==> src/rtl/rmii_rx_pkg.sv <==
package rmii_rx_pkg;
    typedef enum logic [1:0] {
        SYNC_HUNT = 2'd0,
        SYNC_PRE  = 2'd1,
        SYNC_DATA = 2'd2
    } sync_st_e;

    localparam logic [1:0] SYM_PREAMBLE = 2'b01;
    localparam logic [1:0] SYM_SFD_TAIL = 2'b11;
endpackage

==> src/rtl/rmii_rx_pacer.sv <==
module rmii_rx_pacer #(
    parameter int SLOW_DIV = 10
) (
    input  logic clk,
    input  logic rst_n,
    input  logic speed_10,
    input  logic crs_dv,
    output logic take
);
    localparam int CW = (SLOW_DIV > 1) ? $clog2(SLOW_DIV) : 1;
    localparam logic [CW-1:0] WRAP = CW'(SLOW_DIV - 1);

    typedef struct packed {
        logic [CW-1:0] cnt;
    } pace_t;

    pace_t pace_d, pace_q;

    always_comb begin
        pace_d = pace_q;
        if (!crs_dv || !speed_10) begin
            pace_d.cnt = '0;
        end else if (pace_q.cnt == WRAP) begin
            pace_d.cnt = '0;
        end else begin
            pace_d.cnt = pace_q.cnt + 1'b1;
        end
    end

    always_ff @(posedge clk) begin
        if (!rst_n) pace_q <= '0;
        else        pace_q <= pace_d;
    end

    assign take = speed_10 ? (pace_q.cnt == '0) : 1'b1;


    slow_gap_chk: assert property (@(posedge clk) disable iff (!rst_n)
        (speed_10 && crs_dv && take) |=> (!take || !speed_10));
endmodule

==> src/rtl/rmii_rx_align.sv <==
module rmii_rx_align
    import rmii_rx_pkg::*;
#(
    parameter int BYTE_W = 8
) (
    input  logic              clk,
    input  logic              rst_n,
    input  logic              crs_dv,
    input  logic              take,
    input  logic [1:0]        rxd,
    input  logic              rx_er,
    output logic              byte_valid,
    output logic [BYTE_W-1:0] byte_data,
    output logic              byte_first,
    output logic              byte_err,
    output logic              frame_end,
    output logic              frame_err,
    output logic              frame_align_err
);
    localparam int SYMS  = BYTE_W / 2;
    localparam int CNT_W = (SYMS > 1) ? $clog2(SYMS) : 1;
    localparam logic [CNT_W-1:0] LAST_SYM = CNT_W'(SYMS - 1);

    typedef struct packed {
        sync_st_e          st;
        logic [BYTE_W-1:0] sh;
        logic [CNT_W-1:0]  cnt;
        logic              first;
        logic              err;
        logic              b_valid;
        logic [BYTE_W-1:0] b_data;
        logic              b_first;
        logic              b_err;
        logic              f_end;
        logic              f_err;
        logic              f_align;
    } asm_t;

    asm_t asm_d, asm_q;
    logic err_now;
    logic [BYTE_W-1:0] packed_byte;

    always_comb begin
        asm_d         = asm_q;
        asm_d.b_valid = 1'b0;
        asm_d.b_first = 1'b0;
        asm_d.b_err   = 1'b0;
        asm_d.f_end   = 1'b0;
        asm_d.f_err   = 1'b0;
        asm_d.f_align = 1'b0;
        err_now       = asm_q.err | (crs_dv & rx_er);
        packed_byte   = {rxd, asm_q.sh[BYTE_W-1:2]};

        if (!crs_dv) begin
            if (asm_q.st == SYNC_DATA) begin
                asm_d.f_end   = 1'b1;
                asm_d.f_err   = asm_q.err;
                asm_d.f_align = (asm_q.cnt != '0);
            end
            asm_d.st    = SYNC_HUNT;
            asm_d.sh    = '0;
            asm_d.cnt   = '0;
            asm_d.first = 1'b1;
            asm_d.err   = 1'b0;
        end else begin
            asm_d.err = err_now;
            if (take) begin
                unique case (asm_q.st)
                    SYNC_HUNT: begin
                        if (rxd == SYM_PREAMBLE) asm_d.st = SYNC_PRE;
                    end
                    SYNC_PRE: begin
                        if (rxd == SYM_SFD_TAIL) begin
                            asm_d.st    = SYNC_DATA;
                            asm_d.cnt   = '0;
                            asm_d.first = 1'b1;
                        end else if (rxd != SYM_PREAMBLE) begin
                            asm_d.st = SYNC_HUNT;
                        end
                    end
                    SYNC_DATA: begin
                        asm_d.sh = packed_byte;
                        if (asm_q.cnt == LAST_SYM) begin
                            asm_d.b_valid = 1'b1;
                            asm_d.b_data  = packed_byte;
                            asm_d.b_first = asm_q.first;
                            asm_d.b_err   = err_now;
                            asm_d.first   = 1'b0;
                            asm_d.cnt     = '0;
                        end else begin
                            asm_d.cnt = asm_q.cnt + 1'b1;
                        end
                    end
                    default: asm_d.st = SYNC_HUNT;
                endcase
            end
        end
    end

    always_ff @(posedge clk) begin
        if (!rst_n) begin
            asm_q       <= '0;
            asm_q.st    <= SYNC_HUNT;
            asm_q.first <= 1'b1;
        end else begin
            asm_q <= asm_d;
        end
    end

    assign byte_valid      = asm_q.b_valid;
    assign byte_data       = asm_q.b_data;
    assign byte_first      = asm_q.b_first;
    assign byte_err        = asm_q.b_err;
    assign frame_end       = asm_q.f_end;
    assign frame_err       = asm_q.f_err;
    assign frame_align_err = asm_q.f_align;


    first_beat_chk: assert property (@(posedge clk) disable iff (!rst_n)
        byte_first |-> byte_valid);

    beat_excl_chk: assert property (@(posedge clk) disable iff (!rst_n)
        !(byte_valid && frame_end));

    align_tag_chk: assert property (@(posedge clk) disable iff (!rst_n)
        frame_align_err |-> frame_end);

    carrier_beat_chk: assert property (@(posedge clk) disable iff (!rst_n)
        byte_valid |-> $past(crs_dv));

    end_after_drop_chk: assert property (@(posedge clk) disable iff (!rst_n)
        frame_end |-> !$past(crs_dv));
endmodule

==> src/rtl/rmii_col_gen.sv <==
module rmii_col_gen (
    input  logic clk,
    input  logic rst_n,
    input  logic tx_en,
    input  logic crs_dv,
    output logic col
);
    typedef struct packed {
        logic col;
    } col_t;

    col_t col_d, col_q;

    always_comb begin
        col_d     = col_q;
        col_d.col = tx_en & crs_dv;
    end

    always_ff @(posedge clk) begin
        if (!rst_n) col_q <= '0;
        else        col_q <= col_d;
    end

    assign col = col_q.col;


    col_carrier_chk: assert property (@(posedge clk) disable iff (!rst_n)
        !$past(crs_dv) |-> !col);

    col_tx_chk: assert property (@(posedge clk) disable iff (!rst_n)
        !$past(tx_en) |-> !col);
endmodule

==> src/rtl/rmii_rx_deser.sv <==
module rmii_rx_deser #(
    parameter int BYTE_W   = 8,
    parameter int SLOW_DIV = 10
) (
    input  logic              clk,
    input  logic              rst_n,
    input  logic              speed_10,
    input  logic              crs_dv,
    input  logic [1:0]        rxd,
    input  logic              rx_er,
    input  logic              tx_en,
    output logic              byte_valid,
    output logic [BYTE_W-1:0] byte_data,
    output logic              byte_first,
    output logic              byte_err,
    output logic              frame_end,
    output logic              frame_err,
    output logic              frame_align_err,
    output logic              col
);
    logic take;

    rmii_rx_pacer #(.SLOW_DIV(SLOW_DIV)) u_pacer (
        .clk      (clk),
        .rst_n    (rst_n),
        .speed_10 (speed_10),
        .crs_dv   (crs_dv),
        .take     (take)
    );

    rmii_rx_align #(.BYTE_W(BYTE_W)) u_align (
        .clk             (clk),
        .rst_n           (rst_n),
        .crs_dv          (crs_dv),
        .take            (take),
        .rxd             (rxd),
        .rx_er           (rx_er),
        .byte_valid      (byte_valid),
        .byte_data       (byte_data),
        .byte_first      (byte_first),
        .byte_err        (byte_err),
        .frame_end       (frame_end),
        .frame_err       (frame_err),
        .frame_align_err (frame_align_err)
    );

    rmii_col_gen u_col (
        .clk    (clk),
        .rst_n  (rst_n),
        .tx_en  (tx_en),
        .crs_dv (crs_dv),
        .col    (col)
    );
endmodule

==> config.mk <==
export PLATFORM = sky130hd
export DESIGN_NAME = rmii_rx_deser
export DESIGN_NICKNAME = d
export VERILOG_FILES = /design/src/rtl/rmii_rx_pkg.sv /design/src/rtl/rmii_rx_pacer.sv /design/src/rtl/rmii_rx_align.sv /design/src/rtl/rmii_col_gen.sv /design/src/rtl/rmii_rx_deser.sv
export SDC_FILE = /design/constraint.sdc
export NUM_CORES = 1
export LEC_CHECK = 0
export ABC_AREA = 1
export CAP_MARGIN = 20
export CORE_UTILIZATION = 40
export CTS_BUF_LIST = sky130_fd_sc_hd__clkbuf_8
export DETAILED_ROUTE_END_ITERATION = 8
export HOLD_SLACK_MARGIN = 0.1
export PLACE_DENSITY = 0.7
export SLEW_MARGIN = 20
export SYNTH_ARGS = -nofsm -noshare
export SYNTH_HDL_FRONTEND = slang
export SYNTH_SLANG_ARGS = --single-unit
==> constraint.sdc <==
create_clock -name clk -period 3.2 [get_ports clk]
set_input_delay 0.64 -clock clk [delete_from_list [all_inputs] [get_ports clk]]
set_output_delay 0.64 -clock clk [all_outputs]
set_load 0.01 [all_outputs]
# Word level (Yosys, flattened, before mapping)
# Cells that the tools add are included.
[word_totals]
wordCells = 61
inputBits = 8
output_inout_bits = 15
regBits = 33
[classes]
mux = 11
eq_ne = 11
n_reduce_logical = 18
addsub = 2
n_bitwise = 5
[ops]
columns = ["op", "count"]
rows = [
  ["4-bit AND reduction", 4],
  ["11-bit two-way mux", 1],
  ["2-bit two-way mux", 4],
  ["2-bit equality test, second input constant", 3],
  ["3-bit two-way mux", 2],
  ["2-bit by 1-bit != test with 1-bit output, second input constant", 3],
  ["2-bit one-hot mux with 3 select lines", 1],
  ["3-bit one-hot mux with 2 select lines", 1],
  ["3-bit OR reduction", 2],
  ["5-bit AND reduction", 1],
  ["4-bit by 1-bit adder with 4-bit output, second input constant", 1],
  ["2-bit by 1-bit equality test with 1-bit output, second input constant", 2],
  ["4-bit equality test, second input constant", 1],
  ["4-bit logical NOT", 1],
  ["2-bit AND reduction", 2],
  ["2-bit nonzero test", 2],
  ["3-bit by 1-bit != test with 1-bit output, second input constant", 1],
  ["3-bit AND reduction", 1],
  ["2-bit by 1-bit adder with 2-bit output, second input constant", 1],
  ["1-bit AND", 2],
  ["1-bit logical NOT", 2],
  ["2-bit logical NOT", 1],
  ["1-bit two-way mux", 2],
  ["2-bit != test, second input constant", 1],
  ["other kinds (4)", 5],
]

# Logic depth before layout (Yosys ltp)
# Gate-level depths: netlist (run 1).
[depth]
ltp_word = 4
ltp_mapped = 9

# Modules after synthesis
# From an unflattened synthesis (run 1), not the netlist that was laid out.
[unflattened]
hier_cells = 172
area_unflattened_um2 = 1393.8
[modules_own_cells]
columns = ["mod", "cells_per_inst", "n_inst", "area_each_um2", "seq_area_each_um2"]
rows = [
  ["rmii_rx_align", 140, 1, 1142.3, 520.5],
  ["rmii_rx_pacer", 28, 1, 217.7, 80.1],
  ["rmii_col_gen", 4, 1, 33.8, 20.0],
]

# Worst setup path before layout (run 1)
# OpenSTA, ideal clock, no wires.
[synth_timing]
path_kind = "input port to flip-flop"
startpoint = "in rst_n"
endpoint = "reg u_align.asm_q[20] (netlist name)"
path_stages = 6
path_slack_ns = 1.858
arrival_ns = 1.278
cell_sequence = "buf_2 -> nand2_1 -> inv_1 -> buf_2 -> o21ai_0 -> nor2_1"
[synth_between]
elab_chain_cells = 1
[synth_lines]
columns = ["item", "line", "source"]
rows = [
  ["start, declared", "rmii_rx_deser.sv:6", "input logic rst_n,"],
  ["2-bit AND reduction (no source line)", "--", ""],
  ["end signal, assigned", "rmii_rx_align.sv:106", "asm_q <= asm_d;"],
  ["end, declared", "rmii_rx_align.sv:39", "asm_t asm_d, asm_q;"],
]
# Every way passes these cells.
# A chain may end at the register's enable or synchronous reset.

# Final worst setup path (run 1)
[layout_timing]
startpoint = "in rst_n"
endpoint = "reg u_pacer.pace_q[3] (netlist name)"
[layout_between]
elab_chain_cells = 2
[layout_lines]
columns = ["item", "line", "source"]
rows = [
  ["1-bit NOT (no source line)", "--", ""],
  ["3-bit OR reduction (no source line)", "--", ""],
  ["end signal, assigned", "rmii_rx_pacer.sv:32", "else pace_q <= pace_d;"],
  ["end, declared", "rmii_rx_pacer.sv:17", "pace_t pace_d, pace_q;"],
]
# Every way passes these cells.

==> results.md, run 1 <==
- DRT Wirelength: 2.44 mm
- IO Count: 23
- Critical Path Fanout Max: 11
- Hold Path Class: flop to flop
- Final Critical Period: 1.92 ns
- Crit share post-route: 0.600
- Max cap viols: 0
- Clock transition at path regs: 0.06 ns
- DP Area: 0.00169 mm2
- CP endpoint kind: flop
- Buffers and inverters on the worst path: 2
- Crit-path max cell delay: 0.66 ns
- Fmax: 521 MHz
- Total gr overflow: 0
- Synthesized area: 0.00151 mm2
- Rel. slew slack: 0.719
- Cells after Synth: 212
- Met1 Resource Use GR: 0.178
- Initial core utilization: 0.435
- Hold_ws: 0.428 ns
- Fill cells: 361
- Final instance area: 0.00181 mm2
- DR WL/cell: 8.88 um
- Drt via density: 4.38
- Synth Warn #: 0
- Number of antenna diodes: 0
- Seq/Total Area, Yosys: 0.412
- Cts bufs inserted: 5
- H-tree depth: 2
- Crit path DAT: 2.13 ns
- Crit Path Class: input pin to flop
- Fin Clk Skew: 0.00520 ns
- Final hold viol count: 0
- Setup Fix Bufs, Post-CTS: 0
- # resized after CTS: 0
- Core footprint: 0.00347 mm2
- Slew @ Worst Pin: 0.422 ns
- Cell class contributing the biggest share of worst-path delay: buffers and inverters
- Die height: 63.4 um
- Fin util: 0.522
- Largest net degree at the start of global routing: 19
- Sum Neg Setup Slack: 0 ns
- RePlAce Congestion: 0.804
- Peak supply drop: 0.000232 V
- Worst path required time: 3.41 ns
- Worst skew pair latency: 0.28 ns
- Grt met3 use: 0.0399
- DRC errors left: 0
- Dpl hpwl: 1.74 mm
- First-pass GRT wire length: 4.26 mm
- Detail Route Antenna Nets: 0
- Fin. max-slew vios: 0
- CP max stage cell: clkdlybuf4s50_1
- Met2 Use GR: 0.199
- Power Density: 477 mW/mm2
- Share of layout cells above drive strength 1: 0.0524
- Die area: 0.00402 mm2
- Status: completed
- Netlist cell types: 18
- Rows: 21
- Port buffer count: 22
- Startpoint Class: input pin
- Cells along the critical path: clkdlybuf4s50_1 -> nand2_1 -> inv_1 -> nand3_1 -> a21oi_1
- DRT Pass-1 Iters: 4
- Clk buf depth: 2
- Layout Area Growth over Synthesis: 20.0%
- TritonCTS clock tree: built
- Root Buffer: clkbuf_8
- Syn_area_per_cell: 7.11 um2
- Number of global-route vias before repair: 1005
- GRT Overall Usage: 0.135
- Initial antenna violation count: 0
- RSZ-0062 raised after global routing: no
- Width of the die: 63.4 um
- Yosys reg bits: 31
- Static leakage: 0.822 nW
- Detailed Route Iter0 Violations: 53
- Synthesized net count: 230
- Vias: 1205
- GRT Max-Usage Layer: met2
- Post-CTS Hold Fix Bufs: 0
- Final setup fails: 0
- Clock Sinks: 31
- Final layout net count: 246
[flip-flops by register name, summed over array words and instances (netlist names)]
name / cells
u_align.frame_align_err: 1
u_align.byte_err: 1
u_align.frame_err: 1
u_pacer.pace_q: 4
u_align.asm_q: 12
u_col.col: 1
u_align.frame_end: 1
u_align.byte_valid: 1
u_align.byte_first: 1
u_align.byte_data: 8
[per-stage QoR]
step	cells	power [mW]	setup WS [ns]
4_1_cts	275	0.874	1.29
5_1_grt	275	0.906	1.14
2_1_floorplan	212	0.455	1.86
6_report	275	0.863	1.28
3_5_place_dp	267	0.477	0.990
3_3_place_gp	267	0.476	1.07
[logic make-up (layout without fill, tap and decap cells)]
group | after synthesis | after routing | synth area share
AND/OR/NAND/NOR | 106 | 106 | 0.300
buffers and inverters | 52 | 69 | 0.159
flip-flops | 31 | 31 | 0.412
AO/OA/AOI/OAI | 12 | 12 | 0.0398
adder cells (fa/ha/maj) | 10 | 10 | 0.0830
XOR/XNOR | 1 | 1 | 0.00581
[worst min-delay path, delay by kind of cell, from the launching register on]
kind	cells	cell delay, ns
buffers and inverters	1	0.04
flip-flops	1	0.31
AND/OR/NAND/NOR	1	0.04
[cells in the mapped netlist]
| cell type | n | area [um2] |
|---|---|---|
| nor2_1 | 46 | 173 |
| buf_2 | 3 | 15.0 |
| nand2_1 | 36 | 135 |
| nand4_1 | 8 | 50.1 |
| nand3_2 | 1 | 10.0 |
| nand2_4 | 1 | 11.3 |
| a21oi_1 | 6 | 30.0 |
| buf_6 | 1 | 11.3 |
| nor3b_1 | 1 | 7.51 |
| nand2_2 | 1 | 6.26 |
| ha_1 | 10 | 125 |
| inv_2 | 1 | 3.75 |
| o21ai_0 | 6 | 30.0 |
| dfxtp_1 | 31 | 621 |
| nand3_1 | 12 | 60.1 |
| buf_4 | 9 | 67.6 |
| inv_1 | 38 | 143 |
| xnor2_1 | 1 | 8.76 |
[cells in the final DEF (no fill, tap or decap), drive strengths merged]
| cell type | netlist | routed |
|---|---|---|
| nand2 | 38 | 38 |
| clkinv | 0 | 1 |
| dfxtp | 31 | 31 |
| nor3b | 1 | 1 |
| ha | 10 | 10 |
| nand3 | 13 | 13 |
| nand4 | 8 | 8 |
| inv | 39 | 39 |
| bufinv | 0 | 1 |
| nor2 | 46 | 46 |
| clkdlybuf4s50 | 0 | 22 |
| a21oi | 6 | 6 |
| clkbuf | 0 | 6 |
| xnor2 | 1 | 1 |
| o21ai | 6 | 6 |
[path summary, 6_finish.rpt]
| check | from | slack (ns) | depth (start not counted) | endpoint |
|---|---|---|---|---|
| worst max-delay path | rst_n | 1.28 | 5 | u_pacer.pace_q[3] |
| worst min-delay path | u_align.asm_q[14] | 0.43 | 2 | u_align.frame_err |
| worst max register to register | u_align.asm_q[26] | 1.66 | 7 | u_align.asm_q[15] |
| worst min register to register | u_align.asm_q[14] | 0.43 | 2 | u_align.frame_err |
[per-layer routing]
| metal | part of all wire | wire length, um | up-vias |
|---|---|---|---|
| met5 | 0 | 0 | - |
| met1 | 0.52 | 1270 | 515 |
| met3 | 0.043 | 106 | 5 |
| met4 | 0.018 | 44 | 0 |
| li1 | - | - | 663 |
| met2 | 0.42 | 1020 | 22 |
[report_power, final]
group	total, mW	switching (mW)	leakage, nW	internal [mW]
clock network	0.394	0.143	0.0612	0.252
registers	0.397	0.00475	0.250	0.392
logic	0.0714	0.0431	0.510	0.0283
total	0.863	0.190	0.822	0.672
[final cells by class]
cell class                 count  area (um2)  share of cell area
multi-input combinational    129         647               0.358
sequential                    31         621               0.343
timing repair buffer          22         220               0.122
inverter                      39         146              0.0809
clock buffer                   6        82.6              0.0456
tap                           46        57.6              0.0318
clock inverter                 2        35.0              0.0194
Power figures use the tool's default switching activity.
==> run 2, diff against run 1 <==
- clock period: 3.2 -> 1.79 ns (I/O delays scaled with it)
==> run 2 against run 1 <==
Critical path depth rose by 1. Flip-flop and latch count did not move. Via count rose by 1.8%. First-iteration DRC count rose by 5.7%. Count of clock-buffer cells in the layout did not move. Global-route usage rose by 0.96 points. Combinational power rose by 89%. Utilization did not move. Critical endpoint is now u_align.asm_q[17]. Critical path type is now flop to flop. Worst hold slack improved by 0.0023 ns. Die area did not move. Non-clock buffer count rose by 4.
==> results.md, run 2 (synthesis gave the netlist of run 1 again) <==
- RePlAce Congestion: 0.843 (+4.9%)
- Static leakage: 0.827 nW (+0.62%)
- Met3 wire len: 123 um (+16%)
- Metal1 wirelength: 1.33 mm (+4.6%)
- Core footprint: 0.00347 mm2 (unchanged)
- Hold depth: 2 (unchanged)
- Total gr overflow: 0 (unchanged)
- Clock Sinks: 31 (unchanged)
- Number of antenna diodes: 0 (unchanged)
- Peak supply drop: 0.000542 V (+130%)
- Setup slack after placement: 0.138 ns (-0.852 ns)
- RSZ-0062 raised after global routing: no
- Sw frac: 0.241 (+0.0206)
- Rows: 21 (unchanged)
- H-tree depth: 2 (unchanged)
- Max cap viols: 0 (unchanged)
- DRT Wirelength: 2.53 mm (+3.6%)
- Dpl hpwl: 1.84 mm (+5.9%)
- Final layout net count: 250 (+1.6%)
- Final Critical Period: 1.56 ns
- NetSw: 0.337 mW (+77%)
- DRC errors left: 0 (unchanged)
- R2R Path End: u_align.asm_q[17]
- Die area: 0.00402 mm2 (unchanged)
- Detail Route Antenna Nets: 0 (unchanged)
- Layout Area Growth over Synthesis: 20.0% (unchanged)
- Hold Path Class: flop to flop
- First-pass GRT wire length: 4.51 mm (+5.7%)
- CP endpoint kind: flop
- GRT Overall Usage: 0.145 (+0.00956)
- Fmax: 640 MHz
- Logic pwr share: 0.097 (+0.014)
- Power Density: 771 mW/mm2 (+62%)
- Width of the die: 63.4 um (unchanged)
- # resized after CTS: 0 (unchanged)
- Max Used Layer: met4
- Largest net degree at the start of global routing: 19 (unchanged)
- Crit share post-route: 0.873
- Crit path DAT: 1.77 ns (-0.36 ns)
- Vias: 1227 (+1.8%)
- Cells along the critical path: inv_1 -> ha_1 -> nor2_1 -> nor2_1 -> nand3_1 -> a21oi_1
- Most common cell after layout, fill and taps aside: nor2_1
- Final hold viol count: 0 (unchanged)
- Hold_sp: u_align.asm_q[14]
- R2r setup slk: 0.23 ns (-1.43 ns)
- Initial antenna violation count: 0 (unchanged)
- Endpoint, Worst Hold: u_align.frame_err
- Slew @ Worst Pin: 0.423 ns (+0.00102 ns)
- Cts bufs inserted: 5 (unchanged)
- Largest register FFs: 12 (unchanged)
- Port buffer count: 22 (unchanged)
- Fin Clk Skew: 0.00125 ns (-0.00395 ns)
- Biggest register: u_align.asm_q
- Setup Fix Bufs, Post-CTS: 0 (unchanged)
- TritonCTS clock tree: built
- Worst path most repeated cell: nor2_1
- Worst skew pair latency: 0.28 ns (about the same)
- Status: completed
- Clock network fraction of total power: 0.394 (-0.063)
- DR WL/cell: 9.10 um (+2.5%)
- Sum Neg Setup Slack: 0 ns (unchanged)
- Number of global-route vias before repair: 1092 (+8.7%)
- Pint: 1.06 mW (+58%)
- Crit path from: u_align.asm_q[26]
- Fin. max-slew vios: 0 (unchanged)
- Detailed Route Iter0 Violations: 56 (+5.7%)
- Share of layout cells above drive strength 1: 0.0647 (+0.0123)
- R2R cell count: 6 (-1)
- Seq pwr share: 0.509 (+0.049)
- Worst Setup Slack, final: 0.227 ns (-1.05 ns)
- Rel. slew slack: 0.718 (about the same)
- Critical Path Fanout Max: 11 (unchanged)
- Met2 WL: 1.01 mm (-1.3%)
- Most frequent cells in the layout: nor2_1, inv_1, nand2_1
- Die height: 63.4 um (unchanged)
- Crit-path max cell delay: 0.43 ns (-0.23 ns)
- Worst path required time: 1.99 ns (-1.42 ns)
- DRT Pass-1 Iters: 4 (unchanged)
- Worst r2r src: u_align.asm_q[26]
- CP max stage cell: ha_1
- Post-CTS Hold Fix Bufs: 0 (unchanged)
- Clock transition at path regs: 0.06 ns (about the same)
- Clk buf depth: 2 (unchanged)
- Drt via density: 4.41 (+0.73%)
- Startpoint Class: flop
- Fin util: 0.522 (unchanged)
- Hold_ws: 0.430 ns (+0.00228 ns)
- Initial core utilization: 0.435 (unchanged)
- Final setup fails: 0 (unchanged)
- Crit Path Class: flop to flop
- IO Count: 23 (unchanged)
- Root Buffer: clkbuf_8
run 2: cell count changes in the layout (fill, tap and decap cells not counted), sizes merged:
cell | previous run | this run
buf | 0 | 4
bufinv | 1 | 0
run 2: metal layers:
metal	vias up	track usage
li1	672	-
met1	518	0.191
met2	29	0.206
met3	8	0.0380
met4	0	0.0938
met5	-	0
run 2: power groups by stage:
| stage | Clock [mW] | Combinational (mW) | Sequential [mW] |
|---|---|---|---|
| after global placement | 0 | 0.133 | 0.725 |
| after floorplan | 0 | 0.0894 | 0.724 |
| after CTS | 0.559 | 0.136 | 0.710 |
| final | 0.550 | 0.135 | 0.710 |
| after detailed placement | 0 | 0.134 | 0.725 |
| after global routing | 0.587 | 0.158 | 0.711 |
run 2: worst max-delay path by stage:
stage                           end  slack (ns)  cells past startpoint
3_3_place_gp   u_align.byte_data[0]        0.18                      6
4_1_cts           u_align.asm_q[15]        0.24                      7
6_report          u_align.asm_q[17]        0.23                      6
2_1_floorplan     u_align.asm_q[16]        0.51                      8
3_5_place_dp   u_align.byte_data[1]        0.14                      6
5_1_grt           u_align.asm_q[17]        0.06                      6
run 2: per-stage QoR:
step	total power [mW]	std cells	area, um2
after floorplan	0.813	212	1510
after global placement	0.858	271	1720
after detailed placement	0.860	271	1720
after CTS	1.40	278	1810
after global routing	1.46	278	1810
final	1.40	278	1810
run 2: area by class of cell:
type	instances	area (um2)
fill	353	1660
timing repair buffer	26	250
clock inverter	1	5.00
multi-input combinational	129	647
clock buffer	6	82.6
sequential	31	621
inverter	39	146
tap	46	57.6
run 2: worst max-delay path: cells and delay by family, from the launching register on:
kind                       cells  cell delay [ns]
adders and majority gates      1             0.43
and+or+nand+nor                3             0.42
DFF                            1             0.33
AOI/OAI and AO/OA              1             0.18
buffers and inverters          1             0.11
